### config.mk
export PLATFORM = sky130hd
export DESIGN_NAME = vid_host_port
export DESIGN_NICKNAME = d
export VERILOG_FILES = /design/src/rtl/vid_host_port_pkg.sv /design/src/rtl/vid_host_sync.sv /design/src/rtl/vid_host_ctrl.sv /design/src/rtl/vid_host_dp.sv /design/src/rtl/vid_host_port.sv
export SDC_FILE = /design/constraint.sdc
export NUM_CORES = 1
export LEC_CHECK = 0
export BUFFER_PORTS_ARGS = -buffer_cell sky130_fd_sc_hd__buf_4
export CAP_MARGIN = 10
export CORE_UTILIZATION = 62
export DETAILED_ROUTE_END_ITERATION = 7
export GPL_ROUTABILITY_DRIVEN = 0
export PLACE_DENSITY = 0.84
export SYNTH_ARGS = -nofsm -noshare
export SYNTH_HDL_FRONTEND = slang
export SYNTH_SLANG_ARGS = --single-unit
### constraint.sdc
create_clock -name clk -period 4.2 [get_ports clk]
set_input_delay 0.42 -clock clk [delete_from_list [all_inputs] [get_ports clk]]
set_output_delay 0.42 -clock clk [all_outputs]
set_load 0.02 [all_outputs]
### src/rtl/vid_host_port_pkg.sv
package vid_host_port_pkg;
  localparam int BUS_W = 8;
  localparam logic [BUS_W-1:0] MON_TEST_CODE = 8'h28;
  localparam logic [BUS_W-1:0] MON_COMP_PTR  = 8'h40;
  localparam logic [BUS_W-1:0] MON_LUMA_PTR  = 8'h60;

  typedef enum logic [1:0] {
    MON_OFF  = 2'd0,
    MON_COMP = 2'd1,
    MON_LUMA = 2'd2
  } monMode_e;

  typedef struct packed {
    logic loadPtr;
    logic loadReg;
    logic startRead;
    logic stopRead;
    logic readSel;
  } hostStrobe_t;
endpackage

### src/rtl/vid_host_sync.sv
module vid_host_sync #(
  parameter int W = 1,
  parameter int STAGES = 2,
  parameter logic [W-1:0] RST_VAL = '0
) (
  input  logic         clk,
  input  logic         rstN,
  input  logic [W-1:0] din,
  output logic [W-1:0] dout
);
  logic [W-1:0] stage [STAGES];

  generate
    for (genvar s = 0; s < STAGES; s++) begin : g_stage
      always_ff @(posedge clk) begin
        if (!rstN) stage[s] <= RST_VAL;
        else if (s == 0) stage[s] <= din;
        else stage[s] <= stage[(s > 0) ? s - 1 : 0];
      end
    end
  endgenerate

  assign dout = stage[STAGES-1];
endmodule

### src/rtl/vid_host_ctrl.sv
module vid_host_ctrl
  import vid_host_port_pkg::*;
#(
  parameter int SYNC_STAGES = 2
) (
  input  logic             clk,
  input  logic             rstN,
  input  logic             csN,
  input  logic             rdWrN,
  input  logic             addrSel,
  input  logic [BUS_W-1:0] dataIn,
  output hostStrobe_t      strobe,
  output logic [BUS_W-1:0] wrData,
  output logic             readActive
);
  localparam int SW = BUS_W + 3;

  logic [SW-1:0] syncOut;
  logic csS, rwS, selS, csPrev, csFall;

  vid_host_sync #(
    .W(SW),
    .STAGES(SYNC_STAGES),
    .RST_VAL({3'b110, {BUS_W{1'b0}}})
  ) u_sync (
    .clk(clk),
    .rstN(rstN),
    .din({csN, rdWrN, addrSel, dataIn}),
    .dout(syncOut)
  );

  assign {csS, rwS, selS, wrData} = syncOut;

  always_ff @(posedge clk) begin
    if (!rstN) csPrev <= 1'b1;
    else csPrev <= csS;
  end

  assign csFall = csPrev & ~csS;

  always_comb begin
    strobe.loadPtr   = csFall & ~rwS & ~selS;
    strobe.loadReg   = csFall & ~rwS & selS;
    strobe.startRead = csFall & rwS;
    strobe.stopRead  = readActive & csS;
    strobe.readSel   = selS;
  end

  always_ff @(posedge clk) begin
    if (!rstN) readActive <= 1'b0;
    else if (strobe.startRead) readActive <= 1'b1;
    else if (strobe.stopRead) readActive <= 1'b0;
  end

  // chip select held high for three samples leaves no read open
  a_r5_cs_high_closes: assert property (@(posedge clk) disable iff (!rstN)
    (csN && $past(csN) && $past(csN, 2)) |=> !readActive);

  // at most one access action per cycle
  a_r11_one_action: assert property (@(posedge clk) disable iff (!rstN)
    $onehot0({strobe.loadPtr, strobe.loadReg, strobe.startRead, strobe.stopRead}));
endmodule

### src/rtl/vid_host_dp.sv
module vid_host_dp
  import vid_host_port_pkg::*;
#(
  parameter int NREGS = 8,
  parameter int TEST_ADDR = 7,
  parameter int GLOBAL_ADDR = 0,
  parameter int SRST_BIT = 4,
  parameter int SAMPLE_W = 10
) (
  input  logic                clk,
  input  logic                rstN,
  input  hostStrobe_t         strobe,
  input  logic [BUS_W-1:0]    wrData,
  input  logic [SAMPLE_W-1:0] compSample,
  input  logic [SAMPLE_W-1:0] lumaSample,
  output logic [BUS_W-1:0]    dataOut,
  output logic                dataOe,
  output logic [BUS_W-1:0]    globalCtrl
);
  localparam int IDX_W = (NREGS > 1) ? $clog2(NREGS) : 1;

  logic [BUS_W-1:0] ptrReg;
  logic [BUS_W-1:0] regs [NREGS];
  logic [IDX_W-1:0] regIdx;
  logic             ptrHit;
  logic [BUS_W-1:0] testWord, readValue, compTop, lumaTop;
  monMode_e         modeReg, nextMode;
  logic             unusedLowBits;

  assign regIdx   = ptrReg[IDX_W-1:0];
  assign ptrHit   = int'(ptrReg) < NREGS;
  assign testWord = regs[TEST_ADDR];
  assign compTop  = compSample[SAMPLE_W-1 -: BUS_W];
  assign lumaTop  = lumaSample[SAMPLE_W-1 -: BUS_W];
  assign unusedLowBits = ^{compSample[SAMPLE_W-BUS_W-1:0], lumaSample[SAMPLE_W-BUS_W-1:0]};
  assign globalCtrl = regs[GLOBAL_ADDR];

  // pointer survives reset and every access
  always_ff @(posedge clk) begin
    if (rstN && strobe.loadPtr) ptrReg <= wrData;
  end

  // only the soft-reset bit of the global register is cleared by reset
  always_ff @(posedge clk) begin
    if (!rstN) regs[GLOBAL_ADDR][SRST_BIT] <= 1'b0;
    else if (strobe.loadReg && ptrHit) regs[regIdx] <= wrData;
  end

  always_comb begin
    nextMode = MON_OFF;
    if (strobe.readSel && testWord == MON_TEST_CODE) begin
      if (ptrReg == MON_COMP_PTR) nextMode = MON_COMP;
      else if (ptrReg == MON_LUMA_PTR) nextMode = MON_LUMA;
    end
  end

  always_comb begin
    if (!strobe.readSel) readValue = ptrReg;
    else if (ptrHit) readValue = regs[regIdx];
    else readValue = '0;
  end

  always_ff @(posedge clk) begin
    if (!rstN) begin
      dataOe  <= 1'b0;
      dataOut <= '0;
      modeReg <= MON_OFF;
    end else if (strobe.startRead) begin
      dataOe  <= 1'b1;
      modeReg <= nextMode;
      unique case (nextMode)
        MON_COMP: dataOut <= compTop;
        MON_LUMA: dataOut <= lumaTop;
        default:  dataOut <= readValue;
      endcase
    end else if (strobe.stopRead) begin
      dataOe  <= 1'b0;
      dataOut <= '0;
      modeReg <= MON_OFF;
    end else if (dataOe) begin
      unique case (modeReg)
        MON_COMP: dataOut <= compTop;
        MON_LUMA: dataOut <= lumaTop;
        default:  dataOut <= dataOut;
      endcase
    end
  end

  // a normal read holds its byte until the stop
  a_r4_hold_value: assert property (@(posedge clk) disable iff (!rstN)
    (dataOe && modeReg == MON_OFF && !strobe.stopRead) |=> $stable(dataOut));

  // an idle bus carries zero
  a_r5_idle_zero: assert property (@(posedge clk) disable iff (!rstN)
    !dataOe |-> dataOut == '0);

  // composite stream follows the previous-cycle sample
  a_r6_comp_stream: assert property (@(posedge clk) disable iff (!rstN)
    (dataOe && modeReg == MON_COMP) |-> dataOut == $past(compSample[SAMPLE_W-1 -: BUS_W]));

  // luminance stream follows the previous-cycle sample
  a_r7_luma_stream: assert property (@(posedge clk) disable iff (!rstN)
    (dataOe && modeReg == MON_LUMA) |-> dataOut == $past(lumaSample[SAMPLE_W-1 -: BUS_W]));

  // leaving reset, the soft-reset bit is clear
  a_r9_soft_reset_bit: assert property (@(posedge clk) disable iff (!rstN)
    $rose(rstN) |-> !regs[GLOBAL_ADDR][SRST_BIT]);

  // the end of a read leaves the pointer alone
  a_r10_ptr_kept: assert property (@(posedge clk) disable iff (!rstN)
    strobe.stopRead |=> $stable(ptrReg));
endmodule

### src/rtl/vid_host_port.sv
module vid_host_port
  import vid_host_port_pkg::*;
#(
  parameter int NREGS = 8,
  parameter int TEST_ADDR = 7,
  parameter int SAMPLE_W = 10,
  parameter int SYNC_STAGES = 2
) (
  input  logic                clk,
  input  logic                rstN,
  input  logic                csN,
  input  logic                rdWrN,
  input  logic                addrSel,
  input  logic [7:0]          dataIn,
  input  logic [SAMPLE_W-1:0] compSample,
  input  logic [SAMPLE_W-1:0] lumaSample,
  output logic [7:0]          dataOut,
  output logic                dataOe,
  output logic [7:0]          globalCtrl
);
  hostStrobe_t      strobe;
  logic [BUS_W-1:0] wrData;
  logic             readActive;

  vid_host_ctrl #(.SYNC_STAGES(SYNC_STAGES)) u_ctrl (
    .clk(clk),
    .rstN(rstN),
    .csN(csN),
    .rdWrN(rdWrN),
    .addrSel(addrSel),
    .dataIn(dataIn),
    .strobe(strobe),
    .wrData(wrData),
    .readActive(readActive)
  );

  vid_host_dp #(
    .NREGS(NREGS),
    .TEST_ADDR(TEST_ADDR),
    .GLOBAL_ADDR(0),
    .SRST_BIT(4),
    .SAMPLE_W(SAMPLE_W)
  ) u_dp (
    .clk(clk),
    .rstN(rstN),
    .strobe(strobe),
    .wrData(wrData),
    .compSample(compSample),
    .lumaSample(lumaSample),
    .dataOut(dataOut),
    .dataOe(dataOe),
    .globalCtrl(globalCtrl)
  );

  // a read start drives the bus on the next edge
  a_r4_start_drives: assert property (@(posedge clk) disable iff (!rstN)
    strobe.startRead |=> dataOe);

  // the enable tracks the open read
  a_r5_oe_matches: assert property (@(posedge clk) disable iff (!rstN)
    dataOe == readActive);
endmodule

# Word-level counts from Yosys, hierarchy flattened
# Memory sizes are Yosys's and may differ from the RTL's. A register that Yosys moved wholly into a read port is not among the register bits.
# Cells that the tools add are included.
dict set report word_totals {
  output_inout_bits 17
  mem_bits_rw 86
  mem_count 2
  reg_bits 20
  in_bits 33
  wordCells 59
}
# memory depth word_bits rd rd_ports_with_merged_regs wr line_no
set memory_table {}
lappend memory_table {u_dp.regs 8 8 3 1 1 vid_host_dp.sv:23} ;# logic [BUS_W-1:0] regs [NREGS];
lappend memory_table {u_ctrl.u_sync.stage 2 11 2 0 2 vid_host_sync.sv:11} ;# logic [W-1:0] stage [STAGES];
dict set report classes {
  order_cmp 1
  eq_ne 7
  n_reduce_logical 8
  n_bitwise 11
  n_mux 25
}
# operator n
set ops {}
lappend ops {{2-to-1 mux 8 bit} 6}
lappend ops {{case mux 8 bit (2 select lines)} 2}
lappend ops {{2-to-1 mux 11 bit} 2}
lappend ops {{== test 8 x 7 -> 1 bit (second input constant)} 2}
lappend ops {{2-to-1 mux 2 bit} 6}
lappend ops {{== test 8 x 6 -> 1 bit (second input constant)} 1}
lappend ops {{< comparator 8 x 4 -> 1 bit (second input constant)} 1}
lappend ops {{OR reduction 8 bit} 1}
lappend ops {{2-to-1 mux 1 bit} 7}
lappend ops {{AND 1 bit} 6}
lappend ops {{2-to-1 mux 3 bit} 2}
lappend ops {{== test 2 x 1 -> 1 bit (second input constant)} 2}
lappend ops {{== test 2 bit (second input constant)} 2}
lappend ops {{nonzero test 4 bit} 1}
lappend ops {{logical AND 1 bit} 3}
lappend ops {{NOT 1 bit} 3}
lappend ops {{nonzero test 3 bit} 1}
lappend ops {{bitwise OR 1 bit} 2}
lappend ops {{AND reduction 2 bit} 1}
lappend ops {{nonzero test 2 bit} 1}

# Depth between registers and ports, before layout
# Gate-level depths: netlist (run 1).
dict set report depth {
  depth_word 10
  ltp_mapped 11
  mapped_depth_nobuf 9
}

# Hierarchy
# A second synthesis (run 1) with hierarchy kept.
dict set report unflattened {
  hier_cells 349
  hier_area_um2 4581.9
}
# module cells_each seq_area_each_um2 instances area_per_inst_um2
set by_module_without_submodules {}
lappend by_module_without_submodules {vid_host_dp 294 2442.3 1 3881.2}
lappend by_module_without_submodules {vid_host_sync 46 440.4 1 593.1}
lappend by_module_without_submodules {vid_host_ctrl 9 40.0 1 107.6}

# Worst setup path before layout (run 1)
# Ideal clock, no wire load.
dict set report synth_timing {
  path_type {register to register}
  start {register u_dp.ptrReg[2]}
  end {register u_dp.dataOut[4]}
  stages_incl_launch_ff 12
  setup_ps 74
  synth_period_minus_slack_ps 2605
  path_slack_ps 1595
  path_buffers 2
  required_time_ps 4126
  arrival_time_ps 2531
  path_cell_list {edfxtp_1 > buf_2 > or3_1 > nor4_2 > and3b_1 > inv_1 > ha_1 > clkbuf_1 > a221oi_1 > a211oi_1 > a21oi_1 > a31oi_1}
}
dict set report synth_between {
  elab_chain_cells 7
  word_cells_on_any_way 12
  cone_classes {order compare (1); eq/ne (4); mux (7)}
}
# item line_no
set synth_lines {}
lappend synth_lines {{from (decl)} vid_host_dp.sv:22} ;# logic [BUS_W-1:0] ptrReg;
lappend synth_lines {{from (signal assigned)} vid_host_dp.sv:40} ;# if (rstN && strobe.loadPtr) ptrReg <= wrData;
lappend synth_lines {{== test 8 x 7 -> 1 bit} vid_host_dp.sv:53} ;# else if (ptrReg == MON_LUMA_PTR) nextMode = MON_LUMA;
lappend synth_lines {{2-to-1 mux 2 bit} vid_host_dp.sv:53}
lappend synth_lines {{2-to-1 mux 2 bit} vid_host_dp.sv:52} ;# if (ptrReg == MON_COMP_PTR) nextMode = MON_COMP;
lappend synth_lines {{2-to-1 mux 2 bit} vid_host_dp.sv:51} ;# if (strobe.readSel && testWord == MON_TEST_CODE) begin
lappend synth_lines {{== test 2 bit / == test 2 x 1 -> 1 bit (equally long branches)} vid_host_dp.sv:71} ;# unique case (nextMode)
lappend synth_lines {{case mux 8 bit (2 select lines) (*)} vid_host_dp.sv:71}
lappend synth_lines {{2-to-1 mux 8 bit (*)} vid_host_dp.sv:68} ;# end else if (strobe.startRead) begin
lappend synth_lines {{to (signal assigned)} vid_host_dp.sv:72} ;# MON_COMP: dataOut <= compTop;
lappend synth_lines {{to (signal assigned)} vid_host_dp.sv:73} ;# MON_LUMA: dataOut <= lumaTop;
lappend synth_lines {{to (signal assigned)} vid_host_dp.sv:74} ;# default: dataOut <= readValue;
lappend synth_lines {{to (decl)} vid_host_dp.sv:16} ;# output logic [BUS_W-1:0] dataOut,
# Every way passes the cells marked *; elsewhere a longest branch is shown, timed or not.
# A chain may end at the register's enable or synchronous reset.

# Worst setup path in the final report (run 1)
dict set report layout_timing {
  start {register u_dp.ptrReg[1]}
  end {register u_dp.dataOut[7]}
}
# The elaborated chain is that of the path after synthesis.

==> results of run 1 <==
## worst min path at each step
stage,from,to,slack (ps),cells past startpoint
2_1_floorplan,u_ctrl.u_sync.stage[0][10],u_ctrl.u_sync.stage[1][10],390,1
5_1_grt,csN,u_ctrl.u_sync.stage[0][10],230,2
3_3_place_gp,u_ctrl.u_sync.stage[0][9],u_ctrl.u_sync.stage[1][9],390,1
4_1_cts,csN,u_ctrl.u_sync.stage[0][10],230,2
3_5_place_dp,u_ctrl.u_sync.stage[0][10],u_ctrl.u_sync.stage[1][10],390,1
6_report,csN,u_ctrl.u_sync.stage[0][10],240,2
## per-stage QoR
stage / setup slack [ps] / instance area (µm²) / hold slack (ps)
floorplan: 1595 / 4534 / 386.3
global placement: 1231 / 4907 / 388.8
detailed placement: 1131 / 4907 / 393.3
CTS: 1116 / 5079 / 226.7
global route: 896.5 / 5079 / 234.5
finish: 1014 / 5079 / 236.5
## flip-flops by register name, summed over array words and instances, names as in the netlist, named ones only
register,cells
u_dp.dataOe,1
u_dp.dataOut,8
u_dp.modeReg,2
u_dp.regs,64
u_ctrl.u_sync.stage,22
u_ctrl.csPrev,1
u_dp.ptrReg,8
## layer usage
metal | vias up | wire length (µm) | GRT usage [%]
li1 | 1317 | - | -
met1 | 1366 | 3640 | 32.06
met2 | 133 | 4320 | 40.63
met3 | 32 | 525 | 4.171
met4 | 0 | 384 | 14.31
met5 | - | 0 | 0
## power groups by stage
stage                     Clock, µW  Sequential [µW]  Combinational [µW]
after floorplan                   0             1180                32.4
after global placement            0             1180                72.9
after detailed placement          0             1180                75.1
after CTS                       569             1150                75.3
after global routing            607             1160                82.2
final                           565             1150                75.1
## layout by cell type, fill, tap and decap left out, types with 2 or more instances in the layout
cell | synthesis | final
a211oi_1 | 7 | 7
a21boi_0 | 2 | 2
a21oi_1 | 15 | 15
a221oi_1 | 7 | 7
a31oi_1 | 7 | 7
and2_1 | 26 | 26
and3_1 | 3 | 3
and3b_1 | 2 | 2
buf_4 | 1 | 46
clkbuf_8 | 0 | 9
clkinv_2 | 0 | 3
dfxtp_1 | 37 | 37
edfxtp_1 | 72 | 72
ha_1 | 3 | 3
inv_1 | 4 | 4
inv_6 | 0 | 2
mux2_2 | 10 | 10
mux2i_1 | 17 | 17
mux4_2 | 8 | 8
nand2_1 | 13 | 13
nand2b_1 | 16 | 16
nand3b_1 | 2 | 2
nor2_1 | 8 | 8
nor3_1 | 6 | 6
nor3b_1 | 3 | 3
nor4b_2 | 2 | 2
o2111ai_1 | 8 | 8
o21ai_0 | 10 | 10
## cell type report
cell class,count,area [µm²],share of cell area (%)
sequential,109,2903,57.16
multi-input combinational,192,1520,29.93
timing repair buffer,46,345.3,6.800
clock buffer,9,123.9,2.439
tap,96,120.1,2.365
clock inverter,7,47.55,0.9362
inverter,5,18.77,0.3695
## cells by family after synthesis
| group | after synthesis |
|---|---|
| buf+inv | 26 |
| simple gates | 92 |
| fa+ha+maj | 3 |
| compound gates | 62 |
| flops | 109 |
| mux | 35 |
## critical path, cell delays in order, from the launching register on
cell and delay, ps:
edfxtp_1 590, or3_1 480, nor4_2 290, and3b_1 260
inv_1 50, ha_1 470, a221oi_1 460, a21oi_1 110
o2111ai_1 220, a31oi_1 130
==> results.toml, run 1 <==
[cells_and_area]
nets = 399
fillers = 448
layout-area-overhead-vs-synth_pct = 12.00
utilization_pct = 73.14
num_antenna_cells = 0
instances_no_fill = 464
drive_gt1_share_pct = 24.73

[flow_run]
cap_violations = 0

[setup_path]
worst-setup-path-type = "flip-flop to flip-flop"
r2r_end = "u_dp.dataOut[7]"
rrSetupSlack_ps = 1010
crit_end = "u_dp.dataOut[7]"
start_kind = "flip-flop"
crit_path_end_kind = "flip-flop"
timing.rr.start = "u_dp.ptrReg[1]"
crit_start = "u_dp.ptrReg[1]"
worstPathMaxFanout = 16
cp_data_arrival_time_ps = 3420
reg2reg_depth = 9
required_ps = 4430

[global_route]
grt_first_pass_wirelength_mm = 13.63
track_usage_pct = 24.98
grt_overflow = 0
grt_pass1_vias = 2715
antenna_found_initial = 0
grt_max_degree = 41

[yosys]
ys_seq_elements = 109
yosysMostFrequentCell = "edfxtp_1"
syn_inst = 327
synth_fp_nets = 363
synth_top_family_by_area = "simple AND/OR/NAND/NOR gates"
netlist.area_leader.share_pct = 47.68
synthesis.area_mm2 = 0.004534
synthFlopType = "edfxtp_1"
synthMuxAreaShare_pct = 10.21
synth_fa_ha_area_share_pct = 0.8278
ys_warn_count = 0
synth_compound_area_share_pct = 9.272
synthSimpleGateAreaFrac_pct = 13.22
synth_edf_count = 72
async_flop_share_pct = 0
synth_common_cells = "edfxtp_1, dfxtp_1, and2_1, mux2i_1, nand2b_1"
netlist_top_cells_area = "edfxtp_1, dfxtp_1, mux4_2, mux2i_1, and2_1"
synth_area_per_cell_um2 = 13.87
synth_xor_area_share_pct = 0
synth_largest_area_cell = "edfxtp_1"
synth.distinct_cells = 46
ys_seq_area_share_pct = 64.02

[clock_network]
postCtsSetupBuffers = 0
htreeDepth = 3
cts_max_path_buffers = 2
numCtsBuffers = 9
clock_latency_ps = 360
clkTransAtPathRegs_ps = 100
cts_root_buf = "clkbuf_8"
clkSinkCount = 109
cts_resized = 0
cts_tree = "done"
cts_hold_buf = 0

[floorplan]
initial_core_util_pct = 65.30
core_area_mm2 = 0.006944
die_y_um = 87.52
die_area_mm2 = 0.007660
io_pins = 50
die_w_um = 87.52
rows = 30

[routing]
ant_nets = 0
via_count = 2848
vias_per_cell = 6.138
wire_per_inst_um = 19.12
dr.first_iter.drc_count = 185
drt_wl_total_mm = 8.870
drcViolationCount = 0
first_pass_iters = 6

[power]
p_int_uw = 1404
ir_drop_mv = 0.3171
p_clk_share_pct = 31.5
sequentialPowerShare_pct = 64.3
p_comb_share_pct = 4.2
netSwitchingFraction_pct = 21.72
total_power_uw = 1793
p_leak_uw = 0.001914
power.density_mw_per_mm2 = 353.1
p_sw_uw = 389.5

[outcome]
status = "finished clean"

[timing]
hold_viol = 0
drv_slew = 0
worst_pin_slew_ps = 1180
rsz0062_at_grt = "false"
finalSetupViolCount = 0
tns_ps = 0
min_period_over_period_pct = 75.85
clock_skew_ps = 12.35
slew_headroom_pct = 20.70
timing.fmax_mhz = 313.9
min_period_ps = 3186

[placement]
io_buffers = 45
detailed_place_hpwl_mm = 6.233
dp_cells = 448

[min_path]
hp-class = "input pin to flip-flop"
Power figures use the tool's default switching activity.
==> run 2, diff against run 1 <==
--- a/config.mk
+++ b/config.mk
@@ -7,10 +7,10 @@
 export LEC_CHECK = 0
 export BUFFER_PORTS_ARGS = -buffer_cell sky130_fd_sc_hd__buf_4
 export CAP_MARGIN = 10
-export CORE_UTILIZATION = 62
+export CORE_UTILIZATION = 58
 export DETAILED_ROUTE_END_ITERATION = 7
 export GPL_ROUTABILITY_DRIVEN = 0
-export PLACE_DENSITY = 0.84
+export PLACE_DENSITY = 0.79
 export SYNTH_ARGS = -nofsm -noshare
 export SYNTH_HDL_FRONTEND = slang
 export SYNTH_SLANG_ARGS = --single-unit
==> constraint.sdc (replaced) <==
create_clock -name clk -period 3.2 [get_ports clk]
set_input_delay 0.32 -clock clk [delete_from_list [all_inputs] [get_ports clk]]
set_output_delay 0.32 -clock clk [all_outputs]
set_load 0.02 [all_outputs]
==> results.toml, run 2 (synthesis gave the netlist of run 1 again) <==
[outcome]
status = "finished clean"

[floorplan]
die_w_um = 90.42
io_pins = 50
die_area_mm2 = 0.008176
rows = 31
core_area_mm2 = 0.007408
initial_core_util_pct = 61.21
die_y_um = 90.42

[setup_path]
worst-setup-path-type = "flip-flop to flip-flop"
crit_chain = "or4b_1, nor4_2, and3b_1, inv_1, ha_2, a221o_1, a21boi_0, o2111ai_1, a21oi_1"
timing.rr.start = "u_dp.regs[7][0]"
worstPathMaxFanout = 16
cp_data_arrival_time_ps = 3250
path_buf_inv = 1
max_stage_delay_ps = 590
slowest_stage = "or4b_1"
crit_start = "u_dp.regs[7][0]"
crit_path_end_kind = "flip-flop"
critPathTopFamily = "simple AND/OR/NAND/NOR gates"
required_ps = 3510
start_kind = "flip-flop"

[flow_run]
cap_violations = 0

[min_path]
hold_start = "csN"
hp-class = "input pin to flip-flop"

[placement]
dpl_cell_area_mm2 = 0.004971
io_buffers = 45
detailed_place_hpwl_mm = 6.427
dp_cells = 459

[timing]
rsz0062_at_grt = "false"
timing.fmax_mhz = 339.7
worst_pin_slew_ps = 837.8
hold_viol = 0
min_period_ps = 2944
clock_skew_ps = 20.73
tns_ps = 0
whs_ps = 157.2
drv_slew = 0
finalSetupViolCount = 0
slew_headroom_pct = 43.94
min_period_over_period_pct = 92.00

[cells_and_area]
drive_gt1_share_pct = 26.06
instances_no_fill = 475
seqCellArea_mm2 = 0.002903
regMostFlops = "u_dp.regs"
final_cell_mix = "edfxtp_1, buf_4, dfxtp_1, and2_1, mux2i_1"
layout-area-overhead-vs-synth_pct = 14.13
fillers = 510
final_area_mm2 = 0.005175
largest_reg_flops = 64
multi_input_area_mm2 = 0.001523
final_common_cell = "edfxtp_1"
top_regs = "u_dp.regs: 64 flops, u_ctrl.u_sync.stage: 22 flops"
nets = 407
num_antenna_cells = 0

[global_route]
grt_first_pass_wirelength_mm = 14.35
antenna_found_initial = 0
track_usage_pct = 23.70
grt_pass1_vias = 2779
grt_max_degree = 41
grt_overflow = 0

[routing]
wire_per_inst_um = 19.23
first_pass_iters = 4
dr.first_iter.drc_count = 184
ant_nets = 0
vias_per_cell = 5.914
drcViolationCount = 0
drt_wl_total_mm = 9.135
via_count = 2809

[clock_network]
cts_max_path_buffers = 2
clkTransAtPathRegs_ps = 110
clkSinkCount = 109
numCtsBuffers = 9
cts_tree = "done"
clock_latency_ps = 370
htreeDepth = 3
cts_root_buf = "clkbuf_8"

[power]
power.density_mw_per_mm2 = 472.7
total_power_uw = 2446
p_leak_uw = 0.001969
ir_drop_mv = 0.3810
run 2: area by class of cell:
type / count / area share (%)
clock buffer: 11 / 2.732
clock inverter: 5 / 1.161
inverter: 5 / 0.3627
multi-input combinational: 192 / 29.42
sequential: 109 / 56.09
tap: 99 / 2.394
timing repair buffer: 54 / 7.834
run 2: repair_timing:
item,CTS,global route
hold buffers,0,0
resized for setup,0,1
buffers inserted,0,0
setup endpoints to repair,0,5
hold endpoints to repair,0,0
run 2: per-layer routing:
metal  global-route usage, %  vias up  wire length (µm)
li1                        -     1331                 -
met1                   29.86     1360              3783
met2                   40.59      105              4599
met3                   4.293       13               591
met4                   9.543        0               161
met5                       0        -                 0
run 2: worst reg2reg max path: cells and delay by family, from the launching register on:
kind,cells,cell delay (ps)
buffers and inverters,1,60
flip-flops,1,410
AND/OR/NAND/NOR,3,1120
AO/OA/AOI/OAI,4,810
adder cells (fa/ha/maj),1,500
run 2: worst paths after layout:
check / endpoint / slack [ps] / cells after the start
max: u_dp.dataOut[6] / 260 / 9
min: u_ctrl.u_sync.stage[0][10] / 160 / 2
max reg2reg: u_dp.dataOut[6] / 260 / 9
min reg2reg: u_ctrl.u_sync.stage[1][9] / 420 / 1
run 2: power breakdown:
part	switching, µW	internal (µW)
logic	46.6	53.1
registers	11.3	1500
clock network	444	389
total	501	1940
run 2: metrics by stage:
| stage | setup WS [ps] | util [%] |
|---|---|---|
| 2_1_floorplan | 594.5 | - |
| 3_3_place_gp | 228.4 | 67.10 |
| 3_5_place_dp | 152.3 | 67.10 |
| 4_1_cts | 134.9 | 69.82 |
| 5_1_grt | 47.74 | 69.85 |
| 6_report | 256.0 | 69.85 |
